==> src/rtl/crlu_pkg.sv <==
package crlu_pkg;
  localparam int CR_W  = 32;
  localparam int FLD_W = 4;
  localparam int N_FLD = CR_W / FLD_W;
  localparam int FI_W  = $clog2(N_FLD);
  localparam int BI_W  = $clog2(CR_W);
  localparam int XO_W  = 10;
  localparam int IMM_W = 16;

  localparam logic [2:0] OP_NOP   = 3'd0;
  localparam logic [2:0] OP_CMPS  = 3'd1;
  localparam logic [2:0] OP_CMPU  = 3'd2;
  localparam logic [2:0] OP_FMOVE = 3'd3;
  localparam logic [2:0] OP_MASK  = 3'd4;
  localparam logic [2:0] OP_BIT   = 3'd5;

  localparam logic [XO_W-1:0] XO_AND  = 10'd257;
  localparam logic [XO_W-1:0] XO_OR   = 10'd449;
  localparam logic [XO_W-1:0] XO_NAND = 10'd255;
  localparam logic [XO_W-1:0] XO_XOR  = 10'd193;
  localparam logic [XO_W-1:0] XO_NOR  = 10'd33;
  localparam logic [XO_W-1:0] XO_EQV  = 10'd289;
  localparam logic [XO_W-1:0] XO_ANDC = 10'd129;
  localparam logic [XO_W-1:0] XO_ORC  = 10'd417;

  function automatic logic xo_known(input logic [XO_W-1:0] x);
    return (x == XO_AND) || (x == XO_OR) || (x == XO_NAND) || (x == XO_XOR) ||
           (x == XO_NOR) || (x == XO_EQV) || (x == XO_ANDC) || (x == XO_ORC);
  endfunction

  // Mask covering field k, field 0 at the most significant end
  function automatic logic [CR_W-1:0] fld_mask(input logic [FI_W-1:0] k);
    logic [CR_W-1:0] base;
    base = {{(CR_W-FLD_W){1'b0}}, {FLD_W{1'b1}}};
    return base << (CR_W - FLD_W - FLD_W * int'(k));
  endfunction

  function automatic logic [FLD_W-1:0] fld_get(input logic [CR_W-1:0] v,
                                               input logic [FI_W-1:0] k);
    logic [CR_W-1:0] sh;
    sh = v >> (CR_W - FLD_W - FLD_W * int'(k));
    return sh[FLD_W-1:0];
  endfunction
endpackage

==> src/rtl/crlu_rst_sync.sv <==
module crlu_rst_sync #(
  parameter int STAGES = 2
) (
  input  logic clk,
  input  logic rst_n,
  output logic rst_sync_n
);
  logic [STAGES-1:0] chain_q;

  always_ff @(posedge clk or negedge rst_n) begin
    if (!rst_n) chain_q <= '0;
    else        chain_q <= {chain_q[STAGES-2:0], 1'b1};
  end

  assign rst_sync_n = chain_q[STAGES-1];
endmodule

==> src/rtl/crlu_cmp.sv <==
module crlu_cmp #(
  parameter int W = 32
) (
  input  logic [W-1:0] a,
  input  logic [W-1:0] b,
  input  logic         signed_mode,
  input  logic         so,
  output logic [3:0]   flags
);
  logic lt, gt, eq;

  always_comb begin
    eq = (a == b);
    if (signed_mode) lt = ($signed(a) < $signed(b));
    else             lt = (a < b);
    gt = !lt && !eq;
    flags = {lt, gt, eq, so};
  end
endmodule

==> src/rtl/crlu_bitop.sv <==
module crlu_bitop
  import crlu_pkg::*;
#(
  parameter int W = CR_W
) (
  input  logic [W-1:0]    cr,
  input  logic [BI_W-1:0] ba,
  input  logic [BI_W-1:0] bb,
  input  logic [XO_W-1:0] xo,
  output logic            res,
  output logic            known
);
  localparam logic [BI_W-1:0] TOP = BI_W'(W - 1);
  logic [BI_W-1:0] ia, ib;
  logic x, y;

  always_comb begin
    ia = TOP - ba;
    ib = TOP - bb;
    x  = cr[ia];
    y  = cr[ib];
    known = 1'b1;
    case (xo)
      XO_AND:  res = x & y;
      XO_OR:   res = x | y;
      XO_NAND: res = ~(x & y);
      XO_XOR:  res = x ^ y;
      XO_NOR:  res = ~(x | y);
      XO_EQV:  res = ~(x ^ y);
      XO_ANDC: res = x & ~y;
      XO_ORC:  res = x | ~y;
      default: begin
        res   = 1'b0;
        known = 1'b0;
      end
    endcase
  end
endmodule

==> src/rtl/crlu_fxm.sv <==
module crlu_fxm
  import crlu_pkg::*;
(
  input  logic [N_FLD-1:0] fxm,
  output logic [CR_W-1:0]  mask
);
  for (genvar i = 0; i < N_FLD; i++) begin : g_nib
    assign mask[FLD_W*i +: FLD_W] = {FLD_W{fxm[i]}};
  end
endmodule

==> src/rtl/crlu_top.sv <==
module crlu_top
  import crlu_pkg::*;
(
  input  logic              clk,
  input  logic              rst_n,
  input  logic              op_valid,
  input  logic [2:0]        op_code,
  input  logic [CR_W-1:0]   opnd_a,
  input  logic [CR_W-1:0]   opnd_b,
  input  logic [IMM_W-1:0]  imm16,
  input  logic              use_imm,
  input  logic [FI_W-1:0]   fld_dst,
  input  logic [FI_W-1:0]   fld_src,
  input  logic [BI_W-1:0]   bit_a,
  input  logic [BI_W-1:0]   bit_b,
  input  logic [BI_W-1:0]   bit_t,
  input  logic [XO_W-1:0]   xo,
  input  logic [N_FLD-1:0]  fxm,
  input  logic              so_in,
  output logic [CR_W-1:0]   cr_next,
  output logic [CR_W-1:0]   cr_rd
);
  logic              rst_sync_n;
  logic [CR_W-1:0]   cr_q;
  logic [CR_W-1:0]   cr_d;
  logic              cr_en;
  logic [CR_W-1:0]   wr_mask;
  logic [CR_W-1:0]   wr_data;
  logic [CR_W-1:0]   b_eff;
  logic [CR_W-1:0]   nib_mask;
  logic [3:0]        cmp_flags;
  logic              bit_res;
  logic              bit_known;
  logic [FLD_W-1:0]  src_fld;
  logic              is_signed;

  crlu_rst_sync #(.STAGES(2)) u_rst (
    .clk(clk), .rst_n(rst_n), .rst_sync_n(rst_sync_n)
  );

  // Second compare operand: immediate extended per compare kind
  always_comb begin
    is_signed = (op_code == OP_CMPS);
    if (use_imm) begin
      if (is_signed) b_eff = {{(CR_W-IMM_W){imm16[IMM_W-1]}}, imm16};
      else           b_eff = {{(CR_W-IMM_W){1'b0}}, imm16};
    end else begin
      b_eff = opnd_b;
    end
  end

  crlu_cmp #(.W(CR_W)) u_cmp (
    .a(opnd_a), .b(b_eff), .signed_mode(is_signed), .so(so_in), .flags(cmp_flags)
  );

  crlu_bitop #(.W(CR_W)) u_bit (
    .cr(cr_q), .ba(bit_a), .bb(bit_b), .xo(xo), .res(bit_res), .known(bit_known)
  );

  crlu_fxm u_fxm (
    .fxm(fxm), .mask(nib_mask)
  );

  // Next-state: build write mask and data, then merge
  always_comb begin
    wr_mask = '0;
    wr_data = '0;
    src_fld = fld_get(cr_q, fld_src);
    case (op_code)
      OP_CMPS, OP_CMPU: begin
        wr_mask = fld_mask(fld_dst);
        wr_data = {N_FLD{cmp_flags}};
      end
      OP_FMOVE: begin
        wr_mask = fld_mask(fld_dst);
        wr_data = {N_FLD{src_fld}};
      end
      OP_MASK: begin
        wr_mask = nib_mask;
        wr_data = opnd_a;
      end
      OP_BIT: begin
        if (bit_known) wr_mask = CR_W'(1) << (CR_W - 1 - int'(bit_t));
        wr_data = {CR_W{bit_res}};
      end
      default: begin
        wr_mask = '0;
        wr_data = '0;
      end
    endcase
    if (!op_valid) wr_mask = '0;
    cr_en = |wr_mask;
    cr_d  = (cr_q & ~wr_mask) | (wr_data & wr_mask);
  end

  always_ff @(posedge clk or negedge rst_sync_n) begin
    if (!rst_sync_n)  cr_q <= '0;
    else if (cr_en)   cr_q <= cr_d;
  end

  assign cr_next = cr_d;
  assign cr_rd   = cr_q;
endmodule

==> config.mk <==
export PLATFORM = sky130hd
export DESIGN_NAME = crlu_top
export DESIGN_NICKNAME = d
export VERILOG_FILES = /design/src/rtl/crlu_pkg.sv /design/src/rtl/crlu_rst_sync.sv /design/src/rtl/crlu_cmp.sv /design/src/rtl/crlu_bitop.sv /design/src/rtl/crlu_fxm.sv /design/src/rtl/crlu_top.sv
export SDC_FILE = /design/constraint.sdc
export NUM_CORES = 1
export LEC_CHECK = 0
export ABC_CLOCK_PERIOD_IN_PS = 5700
export BUFFER_PORTS_ARGS = -buffer_cell sky130_fd_sc_hd__buf_2
export CAP_MARGIN = 25
export CORE_MARGIN = 5
export CORE_UTILIZATION = 30
export CTS_CLUSTER_SIZE = 14
export DETAILED_ROUTE_END_ITERATION = 7
export PLACE_DENSITY = 0.6
export REMOVE_ABC_BUFFERS = 1
export SYNTH_ARGS = -nofsm -noshare
export SYNTH_HDL_FRONTEND = slang
export SYNTH_HIERARCHICAL = 1
export SYNTH_SLANG_ARGS = --single-unit
export TNS_END_PERCENT = 5
==> constraint.sdc <==
create_clock -name clk -period 5.7 [get_ports clk]
set_input_delay 1.14 -clock clk [delete_from_list [all_inputs] [get_ports clk]]
set_output_delay 1.14 -clock clk [all_outputs]
set_load 0.01 [all_outputs]
==> results of run 1 <==
repair_timing:
action | CTS | global route
endpoints found under the setup margin | 16 | 32
buffers inserted | 0 | 3
cloned | 0 | 1
pin swaps | 3 | 13
gates resized for setup | 9 | 42
through the flow:
stage	instance area, um^2	setup WS [ns]	hold slack (ns)	utilization [%]
floorplan	5122	0.3469	0.3312	-
global placement	6716	-0.1548	0.3348	36.03
detailed placement	6716	-0.1637	0.3387	36.03
CTS	6924	-0.007984	0.3554	37.14
global route	7174	-0.08808	0.3746	38.48
finish	7177	0.1499	0.3544	38.50
cells in the mapped netlist, drive strengths merged (2+ instances only):
library cell / instances
o311ai: 4
clkbuf: 17
a22oi: 70
buf: 66
a21o: 5
a221o: 2
o2111ai: 5
and4: 3
o211a: 4
mux2: 20
nand2b: 4
a21bo: 32
a311oi: 2
nor4: 3
dfrtp: 34
a21oi: 16
a2111oi: 4
a221oi: 4
and3b: 4
mux2i: 30
and2b: 2
a22o: 4
nor3b: 11
o211ai: 5
inv: 88
o21ai: 20
o31ai: 2
nand4: 5
and3: 2
and2: 4
mux4: 4
ha: 36
nor2: 12
nand2: 21
nor3: 3
a311o: 2
a32oi: 64
nand3: 39
maj3: 4
nor2b: 10
flip-flops by register name, summed over array words and instances (netlist names):
signal and cells:
cr_rd 32, u_rst/chain_q 2
cells by family after synthesis:
| logic type | count (synthesis) |
|---|---|
| XOR/XNOR | 1 |
| other | 1 |
| multiplexers | 54 |
| adder cells (fa/ha/maj) | 40 |
| AO/OA/AOI/OAI | 251 |
| flip-flops | 34 |
| AND/OR/NAND/NOR | 127 |
| buffers and inverters | 171 |
critical path: cells and delay by family:
kind                     cells  cell delay, ns
multiplexers                 2            0.26
buffers and inverters        7            1.03
adder cells (fa/ha/maj)      1            0.28
AO/OA/AOI/OAI                9            1.40
AND/OR/NAND/NOR              2            0.26
worst max path at each step:
stage	startpoint	end	slack [ns]	cells past startpoint
final	bit_a[1]	cr_next[4]	0.15	21
after global routing	op_code[1]	cr_next[19]	-0.09	19
after CTS	op_code[1]	cr_next[23]	-0.008	18
after detailed placement	op_code[2]	cr_next[3]	-0.16	18
after global placement	op_code[2]	cr_next[3]	-0.15	18
after floorplan	op_code[2]	cr_next[11]	0.35	14
layout make-up:
cell class / count / share of cell area (%)
clock inverter: 1 / 0.06974
antenna: 3 / 0.1046
clock buffer: 7 / 1.987
multi-input combinational: 474 / 58.47
inverter: 88 / 4.603
sequential: 34 / 11.87
timing repair buffer: 233 / 18.81
tap: 234 / 4.080
power breakdown:
| part | switching, mW | internal (mW) |
|---|---|---|
| sequential | 0.154 | 0.311 |
| clock | 0.108 | 0.173 |
| combinational | 0.463 | 0.395 |
metal layers:
metal	part of all wire (%)	GRT usage (%)	routed length, um	up-vias
met4	2.3	6.058	527	10
met5	0.25	0	56	-
met3	8.3	3.825	1904	45
met2	46	31.27	10410	325
li1	-	-	-	2910
met1	44	27.72	9935	2938
==> results.md, run 1 <==
* PwrDens at 223.5 nW/um^2
* Fillers at 2012
* Largest area contributor in the netlist: dfrtp_1
* Gr usage total at 19.92%
* Most frequent cells in the layout: buf_2, inv_1, a22oi_1, a32oi_1
* Die H at 147.3 um
* Largest family of logic cells by synthesized area: compound AO/OA/AOI/OAI gates
* Ys flop type: dfrtp_1
* CTS Sinks at 34
* Clk buf depth at 2
* Worst path cell trace: clkbuf_4 -> buf_12 -> buf_4 -> mux2i_1 -> a22oi_1 -> o311ai_1 -> a21oi_1 -> a311oi_1 -> buf_4 -> ha_1 -> inv_1 -> mux2i_1 -> a21oi_1 -> o2111ai_1 -> nand2_1 -> a21o_1 -> nand2_2 -> o211a_1 -> buf_12 -> a32oi_1 -> buf_2
* Post-synth ARST share at 100.0%
* Total power draw at 1.604 mW
* Setup TNS at 0 ns
* Yosys warning total at 6
* FP Rows at 50
* # IOs at 191
* RSZ-0062 raised after global routing: yes
* Fmax at 180.2 MHz
* FF-to-FF setup slack at 2.20 ns
* CP Max Fanout at 16
* First-pass GRT wire length at 34.15 mm
* Clk Latency, worst-skew pair at 0.29 ns
* GPL Wtd Cong at 0.8928
* Slew HR at 36.18%
* Final #Nets at 999
* Final Setup Violations at 0
* Global route overflow at 0
* Largest net degree at the start of global routing at 63
* Hold Path Origin: u_rst/chain_q[0]$_DFF_PN0_
* Hold-fix buffers, CTS at 0
* Reg2reg start: cr_rd[5]$_DFFE_PN0P_
* Status: completed
* Final period utilization at 97.37%
* Number of iterations in the first detailed-routing pass at 6
* Synthesized flop and latch total at 34
* Measured slew at the worst slew-check pin at 0.9573 ns
* Post-synthesis adder-cell area fraction at 8.761%
* Share of cells above drive strength 1 at 38.35%
* Crit path required time at 4.56 ns
* Worst hold-check path type: register to register
* Clk root buf: clkbuf_16
* Chip Width at 147.3 um
* CTS clk-pin slew, worst paths at 0.05 ns
* # DRC at 0
* CP peak stage delay at 0.28 ns
* Area fraction in compound gates after synthesis at 36.46%
* Synthesized cell area at 5655 um^2
* H-tree depth at 2
* Die area at 21700 um^2
* Unique cell type count in the Yosys netlist at 70
* ANT nets after route at 0
* HPWL after detailed placement at 18.20 mm
* Layout Skew at 0.008225 ns
* Initial DRC count at 498
* Final cell count without fillers at 1074
* Fin crit period at 5.550 ns
* Cells after Synth at 679
* Initial antenna violation count at 7
* Post-synthesis mux area share at 11.02%
* Post-synth EDFFs at 0
* Setup crit end kind: output pin
* VDD IR-drop max at 0.1054 mV
* Core footprint at 18640 um^2
* Starting Density at 30.34%
* Register area share after synthesis at 15.04%
* Reg2reg end: cr_rd[26]$_DFFE_PN0P_
* Per-cell routed wire length at 21.26 um
* TritonCTS Buffers at 5
* Synth area leaders: dfrtp_1, a32oi_1, a22oi_1
* Post-synth top area share at 15.04%
* Leakage at 3.351 nW
* Critical path's slowest cell: ha_1
* Most common cell after layout, fill and taps aside: buf_2
* R2R depth at 17
* Post-Route WL at 22.83 mm
* Syn avg cell area at 8.329 um^2
* Vias in the first global route at 5880
* Worst Hold Depth at 0
* I/O Buffers at 190
* Worst path arrival time at 4.41 ns
* Vias per inst at 5.799
* Area delta synth->final at 26.90%
* Register Area at 852.1 um^2
* MaxCap Viol Count at 0
* Slew Limit Fails at 0
* Placed cell count at 1059
* Simple-gate portion of the synthesized area at 13.23%
* Hold Vio Cnt, Final at 0
* Worst setup SP type: input pin
* Multi-input logic area at 4197 um^2
* Synth Area in XOR/XNOR at 0.1549%
* Kind of critical path: input pin to output pin
* CTS tree: yes
* Worst Hold Endpoint: u_rst/chain_q[1]$_DFF_PN0_
* Routed via count at 6228
(Power assumes the default switching activity.)
==> run 2, diff against run 1 <==
--- a/config.mk
+++ b/config.mk
@@ -8,8 +8,10 @@
 export ABC_CLOCK_PERIOD_IN_PS = 5700
 export BUFFER_PORTS_ARGS = -buffer_cell sky130_fd_sc_hd__buf_2
 export CAP_MARGIN = 25
-export CORE_MARGIN = 5
+export CORE_MARGIN = 2
 export CORE_UTILIZATION = 30
+export CTS_BUF_LIST = sky130_fd_sc_hd__clkbuf_8 sky130_fd_sc_hd__clkbuf_16
+export CTS_CLUSTER_DIAMETER = 30
 export CTS_CLUSTER_SIZE = 14
 export DETAILED_ROUTE_END_ITERATION = 7
 export PLACE_DENSITY = 0.6
==> run 2 against run 1 <==
Compared with the run above:
- clock power about the same
- via count decreased by 3.2%
- critical path depth decreased by 1
- clock-buffer cell count decreased by 1
- worst hold slack got worse by 0.010 ns
- combinational power decreased by 3.4%
- total power decreased by 2.0%
==> results.md, run 2 (synthesis results as in run 1) <==
* Status: completed
* GPL Wtd Cong at 0.8976
* Fin crit period at 5.610 ns
* Worst path arrival time at 4.47 ns
* Die area at 19970 um^2
* Delay-heaviest family, CP: compound AO/OA/AOI/OAI gates
* Leakage at 3.327 nW
* FP Rows at 50
* # DRC at 0
* Fmax at 178.2 MHz
* Post-route cell area at 7020 um^2
* Per-cell routed wire length at 20.04 um
* Layout Skew at 0.008281 ns
* Crit path required time at 4.56 ns
* Slew HR at 41.14%
* Placed cell count at 1060
* CP peak stage delay at 0.31 ns
* Crit path from: bit_b[1]
* Global route overflow at 0
* Kind of critical path: input pin to output pin
* Number of iterations in the first detailed-routing pass at 7
* Clk root buf: clkbuf_16
* Starting Density at 30.44%
* Share of cells above drive strength 1 at 36.57%
* Die H at 141.3 um
* I/O Buffers at 190
* H-tree depth at 2
* CTS Sinks at 34
* Worst setup SP type: input pin
* Setup Buffers After CTS at 0
* MaxCap Viol Count at 0
* RSZ-0062 raised after global routing: yes
* Core footprint at 18580 um^2
* Final #Nets at 996
* Most common cell after layout, fill and taps aside: buf_2
* WP buf/inv at 6
* Final worst setup slack at 0.08960 ns
* Initial DRC count at 542
* Max reg flops at 32
* Routed via count at 6028
* Final Util at 37.78%
* Most frequent cells in the layout: buf_2, inv_1, a22oi_1, a32oi_1, nand3_1
* ANT nets after route at 0
* Hold Vio Cnt, Final at 0
* Clk buf depth at 2
* Initial antenna violation count at 4
* Dpl ws at -0.09604 ns
* TritonCTS Buffers at 5
* HPWL after detailed placement at 17.52 mm
* # IOs at 191
* Gr usage total at 21.07%
* Clk Latency, worst-skew pair at 0.29 ns
* PwrDens at 223.9 nW/um^2
* Hold-fix buffers, CTS at 0
* Setup crit end kind: output pin
* CTS tree: yes
* Placed cell area at 6724 um^2
* Slew Limit Fails at 0
* CTS clk-pin slew, worst paths at 0.06 ns
* Largest net degree at the start of global routing at 63
* Vias in the first global route at 5703
* VDD IR-drop max at 0.1028 mV
* Chip Width at 141.3 um
* Vias per inst at 5.623
* Worst path cell trace: clkbuf_4 -> mux2_4 -> o311ai_2 -> a221oi_1 -> a22o_1 -> a311oi_1 -> buf_4 -> ha_1 -> inv_1 -> mux2i_1 -> a21oi_1 -> o2111ai_1 -> nand2_1 -> a21o_1 -> nand2_1 -> buf_4 -> o211a_1 -> buf_12 -> a32oi_2 -> buf_2
* Final Setup Violations at 0
* Final cell count without fillers at 1072
* Worst hold-check path type: register to asynchronous set/reset pin
* Critical path's slowest cell: mux2_4
* CP Max Fanout at 16
* Area delta synth->final at 24.14%
* Measured slew at the worst slew-check pin at 0.8829 ns
* Reg2reg start: cr_rd[23]$_DFFE_PN0P_
* Final period utilization at 98.43%
* Post-Route WL at 21.49 mm
* First-pass GRT wire length at 32.64 mm
* Fillers at 1920
-- run 2: what timing repair did --
action,in CTS,in global routing
pin swaps,1,13
resized for setup,5,24
setup endpoints to repair,12,26
cloned,0,0
-- run 2: report_power, final --
group          switching [mW]  internal (mW)
Sequential              0.151          0.311
Clock                   0.110          0.172
Combinational           0.449          0.380
Total                   0.709          0.862
-- run 2: layout make-up --
class,count,area (um^2),area share [%]
Inverter,88,330.3,4.705
Clock inverter,2,8.758,0.1248
Sequential cell,34,852.1,12.14
Clock buffer,6,138.9,1.978
Timing Repair Buffer,230,1315,18.73
Tap cell,234,292.8,4.170
Antenna cell,4,10.01,0.1426
Multi-Input combinational cell,474,4073,58.01
-- run 2: path summary, 6_finish.rpt --
check / endpoint / slack (ns) / depth (start not counted)
setup / recovery: cr_next[20] / 0.09 / 20
hold / removal: cr_rd[2]$_DFFE_PN0P_ / 0.34 / 0
setup reg to reg: cr_rd[22]$_DFFE_PN0P_ / 2.15 / 17
hold reg to reg: cr_rd[2]$_DFFE_PN0P_ / 0.34 / 0
max in group asynchronous: cr_rd[31]$_DFFE_PN0P_ / 4.85 / 0
min in group clk: u_rst/chain_q[1]$_DFF_PN0_ / 0.35 / 0
-- run 2: per-layer routing --
metal / track usage [%] / wire length [um]
met3: 4.151 / 1775
met4: 6.737 / 582
met2: 33.19 / 9517
met5: 0 / 12
met1: 29.07 / 9598
-- run 2: through the flow --
stage | hold WS, ns | setup TNS [ns] | power, mW
2_1_floorplan | 0.3312 | 0 | 0.8365
3_5_place_dp | 0.3388 | -0.6968 | 1.263
3_3_place_gp | 0.3350 | -0.2281 | 1.257
6_report | 0.3443 | 0 | 1.572
4_1_cts | 0.3510 | 0 | 1.552
5_1_grt | 0.3638 | -0.3117 | 1.676
-- run 2: worst reg2reg max path, stage by stage, from the launching register on --
cell and delay (ns):
dfrtp_1 0.50, nor2b_1 0.19, a2111oi_0 0.37, nor3b_1 0.11, a22o_1 0.22, a311oi_2 0.27, ha_1 0.21, inv_1 0.04
mux2i_1 0.13, a21oi_1 0.08, o2111ai_1 0.18, nand2_1 0.15, a21o_1 0.20, nand2_1 0.14, o211a_1 0.22, buf_4 0.17
buf_4 0.13, a32oi_1 0.10
==> run 3, diff against run 2 <==
--- a/config.mk
+++ b/config.mk
@@ -9,12 +9,12 @@
 export BUFFER_PORTS_ARGS = -buffer_cell sky130_fd_sc_hd__buf_2
 export CAP_MARGIN = 25
 export CORE_MARGIN = 2
-export CORE_UTILIZATION = 30
+export CORE_UTILIZATION = 40
 export CTS_BUF_LIST = sky130_fd_sc_hd__clkbuf_8 sky130_fd_sc_hd__clkbuf_16
 export CTS_CLUSTER_DIAMETER = 30
 export CTS_CLUSTER_SIZE = 14
 export DETAILED_ROUTE_END_ITERATION = 7
-export PLACE_DENSITY = 0.6
+export PLACE_DENSITY = 0.65
 export REMOVE_ABC_BUFFERS = 1
 export SYNTH_ARGS = -nofsm -noshare
 export SYNTH_HDL_FRONTEND = slang
==> run 3 against run 2 <==
Compared with the run above:
- non-clock buffer count fell by 5
- sequential share of layout area is 0.11 points higher
- critical endpoint is now cr_next[25]
- critical path type unchanged
- total power decreased by 0.81%
==> results.md, run 3 (synthesis results as in run 1) <==
* TritonCTS Buffers at 5
* Die area at 15110 um^2
* Max reg flops at 32
* Reg2reg start: cr_rd[5]$_DFFE_PN0P_
* Worst path arrival time at 4.41 ns
* First-pass GRT wire length at 29.49 mm
* Fillers at 1386
* Global route overflow at 0
* Routed via count at 6141
* Total power draw at 1.559 mW
* Vias in the first global route at 5583
* Chip Width at 122.9 um
* Core footprint at 13830 um^2
* Final worst setup slack at 0.1520 ns
* FP Rows at 43
* CTS Sinks at 34
* MaxCap Viol Count at 0
* Most common cell after layout, fill and taps aside: buf_2
* H-tree depth at 2
* Vias per inst at 6.074
* Gr usage total at 25.45%
* Initial antenna violation count at 1
* Initial DRC count at 624
* Hold Vio Cnt, Final at 0
* Worst hold-check path type: register to asynchronous set/reset pin
* Status: completed
* R2R depth at 17
* Leakage at 3.306 nW
* I/O Buffers at 190
* Worst path cell trace: buf_2 -> mux2_4 -> o311ai_2 -> a221oi_1 -> a22o_1 -> a311oi_2 -> buf_4 -> ha_1 -> inv_1 -> mux2i_1 -> a21oi_1 -> o2111ai_1 -> nand2_1 -> a21o_1 -> nand2_2 -> o211a_1 -> buf_12 -> a32oi_1 -> buf_2
* # DRC at 0
* Final period utilization at 97.33%
* # IOs at 191
* CP Max Fanout at 16
* Clk root buf: clkbuf_16
* Per-cell routed wire length at 19.76 um
* CTS clk-pin slew, worst paths at 0.06 ns
* Area delta synth->final at 22.88%
* Final #Nets at 991
* VDD IR-drop max at 0.09995 mV
* Delay-heaviest family, CP: compound AO/OA/AOI/OAI gates
* Crit path from: bit_a[1]
* Layout Skew at 0.008068 ns
* Measured slew at the worst slew-check pin at 0.7962 ns
* Critical Path Most Common Cell: buf_2
* Multi-input logic area at 4111 um^2
* Number of iterations in the first detailed-routing pass at 5
* Die H at 122.9 um
* Dpl ws at -0.01166 ns
* RSZ-0062 raised after global routing: yes
* CP peak stage delay at 0.31 ns
* Most frequent cells in the layout: buf_2, inv_1, a22oi_1, a32oi_1, nand3_1
* Share of cells above drive strength 1 at 36.31%
* ANT nets after route at 0
* Starting Density at 40.90%
* Setup crit end kind: output pin
* PwrDens at 224.3 nW/um^2
* Register Area at 850.8 um^2
* Fin crit period at 5.548 ns
* CTS tree: yes
* Kind of critical path: input pin to output pin
* GPL Wtd Cong at 0.9093
* Crit path required time at 4.56 ns
* Final Setup Violations at 0
* Critical path's slowest cell: mux2_4
* Slew Limit Fails at 0
* Fmax at 180.2 MHz
* Clk Latency, worst-skew pair at 0.29 ns
* Worst setup SP type: input pin
* Post-Route WL at 19.98 mm
* Slew HR at 46.92%
* HPWL after detailed placement at 16.03 mm
* Largest net degree at the start of global routing at 63
* Levels on crit path at 19
* Clk buf depth at 2
* WP buf/inv at 5
==> run 3: cell types whose count changed in the layout (fill, tap and decap cells not counted), moves of 2 or more <==
| cell | delta |
|---|---|
| a32oi_1 | +2 |
| a32oi_2 | -2 |
| buf_4 | -7 |
| buf_6 | +3 |
| diode_2 | -2 |
| ha_1 | -3 |
| ha_4 | +3 |
==> run 3: layout make-up <==
| cell class | count | share of cell area (%) |
|---|---|---|
| Multi-Input combinational cell | 474 | 59.16 |
| Tap cell | 180 | 3.241 |
| Antenna cell | 2 | 0.07202 |
| Sequential cell | 34 | 12.24 |
| Inverter | 88 | 4.753 |
| Timing Repair Buffer | 225 | 18.40 |
| Clock buffer | 6 | 1.999 |
| Clock inverter | 2 | 0.1260 |
==> run 3: worst register-to-register path, cell delays in order (launching register included) <==
cell	delay, ns
dfrtp_1	0.46
mux2_4	0.30
o311ai_2	0.26
a221oi_1	0.09
a22o_1	0.27
a311oi_2	0.21
buf_4	0.16
ha_1	0.24
o21ai_1	0.16
nor4_1	0.06
a21oi_1	0.16
nand2_1	0.14
a21o_1	0.21
nand2_2	0.09
o211a_1	0.20
buf_6	0.14
buf_4	0.11
a32oi_1	0.08
==> run 3: path summary, 6_finish.rpt <==
check,end,slack (ns)
setup / recovery,cr_next[25],0.15
hold / removal,cr_rd[3]$_DFFE_PN0P_,0.29
setup reg to reg,cr_rd[18]$_DFFE_PN0P_,2.22
hold reg to reg,cr_rd[3]$_DFFE_PN0P_,0.29
max in group asynchronous,u_rst/chain_q[1]$_DFF_PN0_,4.97
min in group clk,u_rst/chain_q[1]$_DFF_PN0_,0.35
==> run 3: metrics by stage <==
step / instance area [um^2] / TNS [ns] / hold slack, ns / instances / util, %
floorplan: 5122 / 0 / 0.3312 / 596 / -
global placement: 6588 / 0 / 0.2963 / 997 / 47.64
detailed placement: 6588 / -0.01166 / 0.3084 / 997 / 47.64
CTS: 6743 / 0 / 0.3142 / 1005 / 48.76
global route: 6944 / -0.06844 / 0.3387 / 1009 / 50.22
finish: 6949 / 0 / 0.2895 / 1011 / 50.26
==> run 3: report_power, final <==
group / internal, mW / total, mW / switching, mW
sequential: 0.311 / 0.447 / 0.136
combinational: 0.377 / 0.827 / 0.450
clock: 0.172 / 0.285 / 0.113
==> run 3: per-layer routing <==
| metal | vias to the layer above | wire length [um] | share of wire, % | global-route usage [%] |
|---|---|---|---|---|
| met5 | - | 0 | 0 | 0 |
| met4 | 0 | 408 | 2.0 | 7.184 |
| met3 | 32 | 1541 | 7.7 | 2.675 |
| met2 | 321 | 9488 | 47 | 42.75 |
| met1 | 2904 | 8539 | 43 | 34.59 |
| li1 | 2884 | - | - | - |
==> run 3: timing repair <==
action                                  CTS  global route
buffers inserted                          0             3
gates resized for setup                   2            33
endpoints found under the setup margin    1            28
endpoints found under the hold margin     0             0
pin swaps                                 0            10
gates cloned                              0             1
hold buffers                              0             0
